## src/rtl/txirq_pkg.sv

```systemverilog
package txirq_pkg;
  localparam int ADDR_W = 2;
  localparam int DATA_W = 8;
  localparam logic [ADDR_W-1:0] ADDR_CTRL = 2'd0;
  localparam logic [ADDR_W-1:0] ADDR_RES  = 2'd1;
  localparam logic [ADDR_W-1:0] ADDR_EVT  = 2'd2;
  localparam logic [ADDR_W-1:0] ADDR_MASK = 2'd3;
  localparam int BIT_TRIG = 0;
  localparam int BIT_ACK  = 2;
  localparam int BIT_FAIL = 0;
  localparam int EVT_N    = 2;
  // register bit position of each event, index 0 = tx done, 1 = rx
  localparam int EVT_POS [EVT_N] = '{0, 3};

  typedef struct packed {
    logic wrCtrl;
    logic startTx;
    logic wrMask;
    logic clrEvt;
  } hostStrobe_t;
endpackage

```

## src/rtl/txirq_ctrl.sv

```systemverilog
module txirq_ctrl
  import txirq_pkg::*;
(
  input  logic              clk,
  input  logic              rstN,
  input  logic [ADDR_W-1:0] regAddr,
  input  logic              regWr,
  input  logic              regRd,
  input  logic              trigBit,
  input  logic              macAccept,
  output hostStrobe_t       strobe,
  output logic              macReq
);
  logic trigQ;

  always_comb begin
    strobe.wrCtrl  = regWr && (regAddr == ADDR_CTRL);
    strobe.startTx = strobe.wrCtrl && trigBit;
    strobe.wrMask  = regWr && (regAddr == ADDR_MASK);
    strobe.clrEvt  = regRd && (regAddr == ADDR_EVT);
  end

  // trigger bit: set by host, self-clears when the MAC takes it
  always_ff @(posedge clk or negedge rstN) begin
    if (!rstN)               trigQ <= 1'b0;
    else if (strobe.startTx) trigQ <= 1'b1;
    else if (macAccept)      trigQ <= 1'b0;
  end

  assign macReq = trigQ;
endmodule

```

## src/rtl/txirq_dp.sv

```systemverilog
module txirq_dp
  import txirq_pkg::*;
(
  input  logic              clk,
  input  logic              rstN,
  input  hostStrobe_t       strobe,
  input  logic [ADDR_W-1:0] regAddr,
  input  logic [DATA_W-1:0] regWdata,
  input  logic              macReq,
  input  logic              macDone,
  input  logic              macFail,
  input  logic              rxEvent,
  output logic [DATA_W-1:0] regRdata,
  output logic              macAckReq,
  output logic              irqN,
  output logic [EVT_N-1:0]  evtQ,
  output logic [EVT_N-1:0]  maskQ,
  output logic              failQ
);
  logic [EVT_N-1:0] evtSet;
  logic [EVT_N-1:0] maskIn;
  logic [DATA_W-1:0] evtView, maskView;
  logic ackQ;

  assign evtSet = {rxEvent, macDone};

  always_ff @(posedge clk or negedge rstN) begin
    if (!rstN)              ackQ <= 1'b0;
    else if (strobe.wrCtrl) ackQ <= regWdata[BIT_ACK];
  end

  always_ff @(posedge clk or negedge rstN) begin
    if (!rstN)               failQ <= 1'b0;
    else if (macDone)        failQ <= macFail;
    else if (strobe.startTx) failQ <= 1'b0;
  end

  for (genvar i = 0; i < EVT_N; i++) begin : g_evt
    assign maskIn[i] = regWdata[EVT_POS[i]];

    always_ff @(posedge clk or negedge rstN) begin
      if (!rstN) evtQ[i] <= 1'b0;
      else       evtQ[i] <= evtSet[i] | (evtQ[i] & ~strobe.clrEvt);
    end

    always_ff @(posedge clk or negedge rstN) begin
      if (!rstN)              maskQ[i] <= 1'b1;
      else if (strobe.wrMask) maskQ[i] <= maskIn[i];
    end
  end

  always_comb begin
    evtView  = '0;
    maskView = '0;
    for (int i = 0; i < EVT_N; i++) begin
      evtView[EVT_POS[i]]  = evtQ[i];
      maskView[EVT_POS[i]] = maskQ[i];
    end
  end

  always_comb begin
    regRdata = '0;
    case (regAddr)
      ADDR_CTRL: begin
        regRdata[BIT_TRIG] = macReq;
        regRdata[BIT_ACK]  = ackQ;
      end
      ADDR_RES:  regRdata[BIT_FAIL] = failQ;
      ADDR_EVT:  regRdata = evtView;
      default:   regRdata = maskView;
    endcase
  end

  assign macAckReq = ackQ;
  assign irqN      = ~|(evtQ & ~maskQ);
endmodule

```

## src/rtl/txirq_top.sv

```systemverilog
module txirq_top
  import txirq_pkg::*;
(
  input  logic              clk,
  input  logic              rstN,
  input  logic [ADDR_W-1:0] regAddr,
  input  logic              regWr,
  input  logic              regRd,
  input  logic [DATA_W-1:0] regWdata,
  output logic [DATA_W-1:0] regRdata,
  output logic              macReq,
  output logic              macAckReq,
  input  logic              macAccept,
  input  logic              macDone,
  input  logic              macFail,
  input  logic              rxEvent,
  output logic              irqN
);
  hostStrobe_t      strobe;
  logic [EVT_N-1:0] evtQ;
  logic [EVT_N-1:0] maskQ;
  logic             failQ;

  txirq_ctrl u_ctrl (
    .clk(clk), .rstN(rstN), .regAddr(regAddr), .regWr(regWr), .regRd(regRd),
    .trigBit(regWdata[BIT_TRIG]), .macAccept(macAccept),
    .strobe(strobe), .macReq(macReq)
  );

  txirq_dp u_dp (
    .clk(clk), .rstN(rstN), .strobe(strobe), .regAddr(regAddr),
    .regWdata(regWdata), .macReq(macReq), .macDone(macDone),
    .macFail(macFail), .rxEvent(rxEvent), .regRdata(regRdata),
    .macAckReq(macAckReq), .irqN(irqN), .evtQ(evtQ), .maskQ(maskQ),
    .failQ(failQ)
  );
endmodule

```

## config.mk

```make
export PLATFORM = sky130hd
export DESIGN_NAME = txirq_top
export DESIGN_NICKNAME = d
export VERILOG_FILES = /design/src/rtl/txirq_pkg.sv /design/src/rtl/txirq_ctrl.sv /design/src/rtl/txirq_dp.sv /design/src/rtl/txirq_top.sv
export SDC_FILE = /design/constraint.sdc
export NUM_CORES = 1
export LEC_CHECK = 0
export ABC_AREA = 0
export BUFFER_PORTS_ARGS = -buffer_cell sky130_fd_sc_hd__buf_2
export CAP_MARGIN = 10
export CORE_AREA = 2 2 39 41
export DETAILED_ROUTE_END_ITERATION = 8
export DIE_AREA = 0 0 41 43
export MAX_ROUTING_LAYER = met4
export PLACE_DENSITY = 0.67
export SLEW_MARGIN = 20
export SYNTH_ARGS = -nofsm -noshare
export SYNTH_HDL_FRONTEND = slang
export SYNTH_SLANG_ARGS = --single-unit
```

## constraint.sdc

```tcl
create_clock -name clk -period 1.5 [get_ports clk]
set_input_delay 0.15 -clock clk [delete_from_list [all_inputs] [get_ports clk]]
set_output_delay 0.15 -clock clk [all_outputs]
set_load 0.005 [all_outputs]
```

==> results of run 1 <==
## per-stage QoR
stage,util,instances,area [µm²],hold slack [ns]
after floorplan,-,38,407,-0.146
after global placement,0.346,67,479,-0.0158
after detailed placement,0.346,67,479,-0.00946
after CTS,0.373,72,515,0.0752
after global routing,0.373,72,515,0.0723
final,0.373,72,515,0.0819
## placed cells by master (no fill, tap or decap), drive strengths merged, types with 2 or more instances in the layout
master / Yosys / final
buf: 5 / 18
conb: 1 / 5
mux2: 3 / 3
inv: 3 / 3
dfstp: 2 / 2
a21o: 3 / 3
nor3b: 2 / 2
clkbuf: 0 / 4
dfrtp: 5 / 5
## layout make-up
cell class,count,area (µm²),area share
multi-input combinational,23,180,0.350
sequential,7,178,0.345
clock buffer,4,26.3,0.0510
inverter,3,11.3,0.0218
tap,16,20.0,0.0388
timing repair buffer,19,100,0.194
## timing repair
action	in CTS	in global routing
hold endpoints to repair	7	0
endpoints found under the setup margin	0	0
hold buffers	1	0
## cell families after synthesis
kind of cell	count (synthesis)	synth area share
and+or+nand+nor	8	0.144
buffers and inverters	8	0.125
DFF	7	0.454
other	1	0.00958
AOI/OAI and AO/OA	5	0.0894
muxes	5	0.179
## power groups by stage
stage               Sequential (mW)  Combinational [mW]  Clock [mW]
finish                        0.234              0.0992       0.170
floorplan                     0.233              0.0602           0
detailed placement            0.237              0.0993           0
CTS                           0.234               0.102       0.179
global route                  0.238               0.112       0.195
global placement              0.234              0.0981           0
## flip-flops by register name, indices dropped and copies added, names as in the netlist
name / cells
u_dp.evtQ: 2
u_dp.failQ: 1
u_ctrl.macReq: 1
u_dp.maskQ: 2
u_dp.macAckReq: 1
## layer usage
layer  track usage  vias to the layer above  wire length (µm)
li1              -                      152                 -
met1         0.110                      145               264
met2         0.163                       17               339
met3        0.0471                        3                90
met4         0.100                        0                24
met5             -                        -                 0
## worst paths after layout
path / endpoint / slack (ns)
worst max-delay path: regRdata[0] / 0.07
worst min-delay path: u_dp.evtQ[1]$_DFF_PN0_ / 0.08
worst max register to register: u_dp.macAckReq$_DFFE_PN0P_ / 0.75
worst min register to register: u_dp.evtQ[0]$_DFF_PN0_ / 0.51
max in group asynchronous: u_dp.maskQ[1]$_DFFE_PN1P_ / 1.02
min in group asynchronous: u_dp.evtQ[1]$_DFF_PN0_ / 0.26
## synthesized netlist by cell type, drive strengths merged
| cell | number |
|---|---|
| a22oi | 1 |
| nand3 | 1 |
| o21ai | 1 |
| nor2b | 1 |
| nor3b | 2 |
| nand3b | 1 |
| and4bb | 1 |
| conb | 1 |
| mux2i | 1 |
| nand2b | 1 |
| dfstp | 2 |
| a21o | 3 |
| mux2 | 3 |
| mux4 | 1 |
| nand2 | 1 |
| buf | 5 |
| inv | 3 |
| dfrtp | 5 |
==> metrics.txt, run 1 <==
CTS tree done; Total Routing Usage GR 0.114; P_leak around 0.27 nW; global-route wire length before repair about 1200 µm; Internal roughly 380 µW; Final Max Tran Viols 0; total core area between 1000 and 1500 µm²; fill count roughly 150; clock tree sinks 7; Worst Hold Depth 2; clk slew on worst S/H paths ~0.05 ns; detailed placer's ending HPWL 617 µm; Worst path max stage delay about 0.5 ns; critical path cell sequence mux4_1 > buf_2; Die X 41 µm; clk buf depth 2; buffers added on ports 18; Setup CP Type register to output pin; number of antenna violations at the first check in global routing 0; H-tree levels 1; Routed WL about 720 µm; final worst path period share 0.953; Min-Delay Startpoint rxEvent; worst reg-to-reg path cell count 1; average size of a mapped cell ~12 µm²; die height 43 µm; via count 317; critical path fanouts, max 3; Arr. time, crit path 1.28 ns; Crit-path slowest cell mux4_1; DRT iter0 DRCs 4; synthesis-to-finish area growth 31.6%; total design power 503 µW; Startpoint Class register; Synth cell types 18; Switching Fraction 0.245; Mapped Area about 400 µm²; clock skew 0 ns; Root Driver clkbuf_4; crit end category output pin; nets between 70 and 80; Rows 14; total CTS buffers 3; setup total negative slack 0 ns; power density over cell area about 980 nW/µm²; setup bufs post-CTS 0; WL per Instance ~10 µm; fin worst setup slack 0.0706 ns; starting density of the core 0.283; Seq/Total Area, Yosys 0.454; # diodes 0; WP buf/inv 1; Setup Viol. Count Final 0; top area cells in the synthesized netlist dfrtp_1 (32%), dfstp_2 (13%), buf_4 (9.6%), mux2_2 (8.6%), mux4_1 (6.7%); Syn Inst Count 34; post-route ant nets 0; CP startpoint u_dp.evtQ[0]$_DFF_PN0_; share of layout cells above drive strength 1 0.482; IO Pins 29; Max rail drop VDD roughly 360 µV; synthesized flop and latch total 7; top cell type by total area after synthesis dfrtp_1; grt total ovfl 0; status finished, final reports clean; RSZ-0062 raised after global routing false; Seq pwr share 0.464; pre-CTS WS approximately 0.34 ns; # DRC 0; Yosys top cell area share 0.319; Die Area 1760 µm²; FF-to-FF Start u_dp.macAckReq$_DFFE_PN0P_; vias per std cell roughly 4.4; CTS resizes 0; Clk pwr share 0.338; Top delay family on crit path multiplexers; final hold viol count 0; Tmin final around 1.4 ns; maxcap violations 0; vias in the first global route approximately 310; combinational share of power 0.197; TritonRoute pass-1 iters 2; largest net degree at the start of global routing 8; Stages on worst setup path 2; NetSw 123 µW; Synth Warn # 0; Final Wtd Congestion between 0.7 and 0.8; Worst-Skew Late Latency ~0.25 ns; Hold WC Path Type primary input to register; WP data required roughly 1.4 ns; Fmax achieved about 700 MHz
Note: power is estimated with default switching activity, not from simulation.
==> run 2: changes to the inputs <==
--- a/config.mk
+++ b/config.mk
@@ -13,6 +13,7 @@
 export DIE_AREA = 0 0 41 43
 export MAX_ROUTING_LAYER = met4
 export PLACE_DENSITY = 0.67
+export REMOVE_ABC_BUFFERS = 1
 export SLEW_MARGIN = 20
 export SYNTH_ARGS = -nofsm -noshare
 export SYNTH_HDL_FRONTEND = slang
==> run 2 against run 1 <==
Clock skew is the same. Total power shrank 0.62%. Register-to-register slack is essentially flat. Global-route usage shrank 0.43 points. Setup slack gained 0.019 ns. Sequential share of layout area is the same. Sequential power is essentially flat. Count of clock-buffer cells in the layout is the same. Wire length grew 5.3%. Via count shrank 2.5%. Critical endpoint unchanged. Largest power group unchanged.
==> metrics.txt, run 2 (synthesis gave the netlist of run 1 again) <==
status finished, final reports clean; Worst Hold Depth 2 (unchanged); Total Routing Usage GR 0.109 (-0.00428); nets 75 (unchanged); die height 43 µm (unchanged); synthesis-to-finish area growth 31.6% (unchanged); final worst path period share 0.940 (-0.0128); Largest regs u_dp.evtQ (2), u_dp.maskQ (2); reg2reg end u_dp.macAckReq$_DFFE_PN0P_; total core area 1380 µm² (unchanged); total CTS buffers 3 (unchanged); H-tree levels 1 (unchanged); most frequent cells in the layout buf_2 (18), conb_1 (5), dfrtp_1 (5); Setup Viol. Count Final 0 (unchanged); Die X 41 µm (unchanged); Internal 379 µW (about the same); DRT iter0 DRCs 5 (+1); Min-Delay Startpoint rxEvent; NetSw 120 µW (-2.4%); Startpoint Class register; share of layout cells above drive strength 1 0.482 (unchanged); area of the multi-input gates 180 µm² (unchanged); most common cell after layout, fill and taps aside buf_2; via count 309 (-2.5%); grt total ovfl 0 (unchanged); CTS resizes 0 (unchanged); Metal-1 WL 328 µm (+24%); FF-to-FF Start u_dp.macAckReq$_DFFE_PN0P_; Hold WC Path Type primary input to register; setup total negative slack 0 ns (unchanged); vias in the first global route 292 (-7.0%); Fmax achieved 709 MHz (+1.4%); combinational share of power 0.200 (+0.003); Arr. time, crit path 1.26 ns (-0.02 ns); Seq pwr share 0.468 (+0.004); crit end category output pin; met2 WL post-DR 358 µm (+5.6%); vias per std cell 4.29 (-2.5%); clk buf depth 2 (unchanged); RSZ-0062 raised after global routing false; P_leak 0.269 nW (unchanged); Switching Fraction 0.241 (-0.00434); Root Driver clkbuf_4; Max rail drop VDD 405 µV (+13%); Tmin final 1.41 ns (-0.0192 ns); IO Pins 29 (unchanged); number of antenna violations at the first check in global routing 0 (unchanged); register area 178 µm² (unchanged); buffers added on ports 18 (unchanged); largest net degree at the start of global routing 8 (unchanged); power density over cell area 970 nW/µm² (-0.62%); setup slack, reg-to-reg 0.75 ns (about the same); TritonRoute pass-1 iters 4 (+2); # diodes 0 (unchanged); placed inst area 479 µm² (unchanged); Clk pwr share 0.332 (-0.006); CTS tree done; hold_buf cts 1 (unchanged); setup bufs post-CTS 0 (unchanged); WL per Instance 10.5 µm (+5.3%); Top Layer Used met3; post-route cell area 515 µm² (unchanged); post-route ant nets 0 (unchanged); Worst Hold Endpoint u_dp.evtQ[1]$_DFF_PN0_; clk slew on worst S/H paths 0.05 ns (about the same); Routed WL 757 µm (+5.3%); Final Wtd Congestion 0.708 (about the same); global-route wire length before repair 1170 µm (-2.8%); Die Area 1760 µm² (unchanged); critical path fanouts, max 3 (unchanged); # DRC 0 (unchanged); fill count 144 (-3.4%); Rows 14 (unchanged); clock tree sinks 7 (unchanged); CP startpoint u_dp.evtQ[0]$_DFF_PN0_; Worst-Skew Late Latency 0.24 ns (about the same); WP data required 1.35 ns (about the same); Final Max Tran Viols 0 (unchanged); clock skew 0 ns (unchanged); starting density of the core 0.283 (unchanged); final hold viol count 0 (unchanged); worst reg-to-reg path cell count 1 (unchanged); met3 WL 71 µm (-21%); maxcap violations 0 (unchanged); Setup CP Type register to output pin
## run 2: cell counts in the layout (fill, tap and decap cells not counted)
Identical to the previous run, type by type.
## run 2: per-stage QoR
stage               cells  hold WS, ns  total power, mW  setup slack [ns]   util
floorplan              33       -0.146            0.284             0.472      -
global placement       67      -0.0154            0.332             0.352  0.346
detailed placement     67     -0.00956            0.337             0.351  0.346
CTS                    72       0.0804            0.516            0.0686  0.373
global route           72       0.0929            0.540            0.0252  0.373
finish                 72       0.0901            0.500            0.0898  0.373
## run 2: critical path: stages, from the launching register on
cell and delay, ns:
dfrtp_1 0.39, mux4_1 0.49, buf_2 0.14
## run 2: power groups by stage
stage / Clock [mW] / Sequential (mW) / Combinational, mW
finish: 0.166 / 0.234 / 0.0997
global route: 0.187 / 0.238 / 0.114
CTS: 0.180 / 0.234 / 0.102
detailed placement: 0 / 0.237 / 0.0997
global placement: 0 / 0.235 / 0.0978
floorplan: 0 / 0.233 / 0.0508
## run 2: area by class of cell
type,count,share of cell area
Clock buffer,4,0.0510
Inverter,3,0.0218
Multi-Input combinational cell,23,0.350
Sequential cell,7,0.345
Tap cell,16,0.0388
Timing Repair Buffer,19,0.194
## run 2: worst max-delay path by stage
stage,cells after the start,endpoint
floorplan,1,regRdata[0]
global placement,2,regRdata[0]
detailed placement,2,regRdata[0]
finish,2,regRdata[0]
CTS,2,regRdata[0]
global route,2,regRdata[0]
## run 2: routing by layer
metal / vias to the layer above / global-route usage
li1: 153 / -
met1: 142 / 0.117
met2: 14 / 0.153
met3: 0 / 0.0471
met4: 0 / 0.0800
met5: - / -
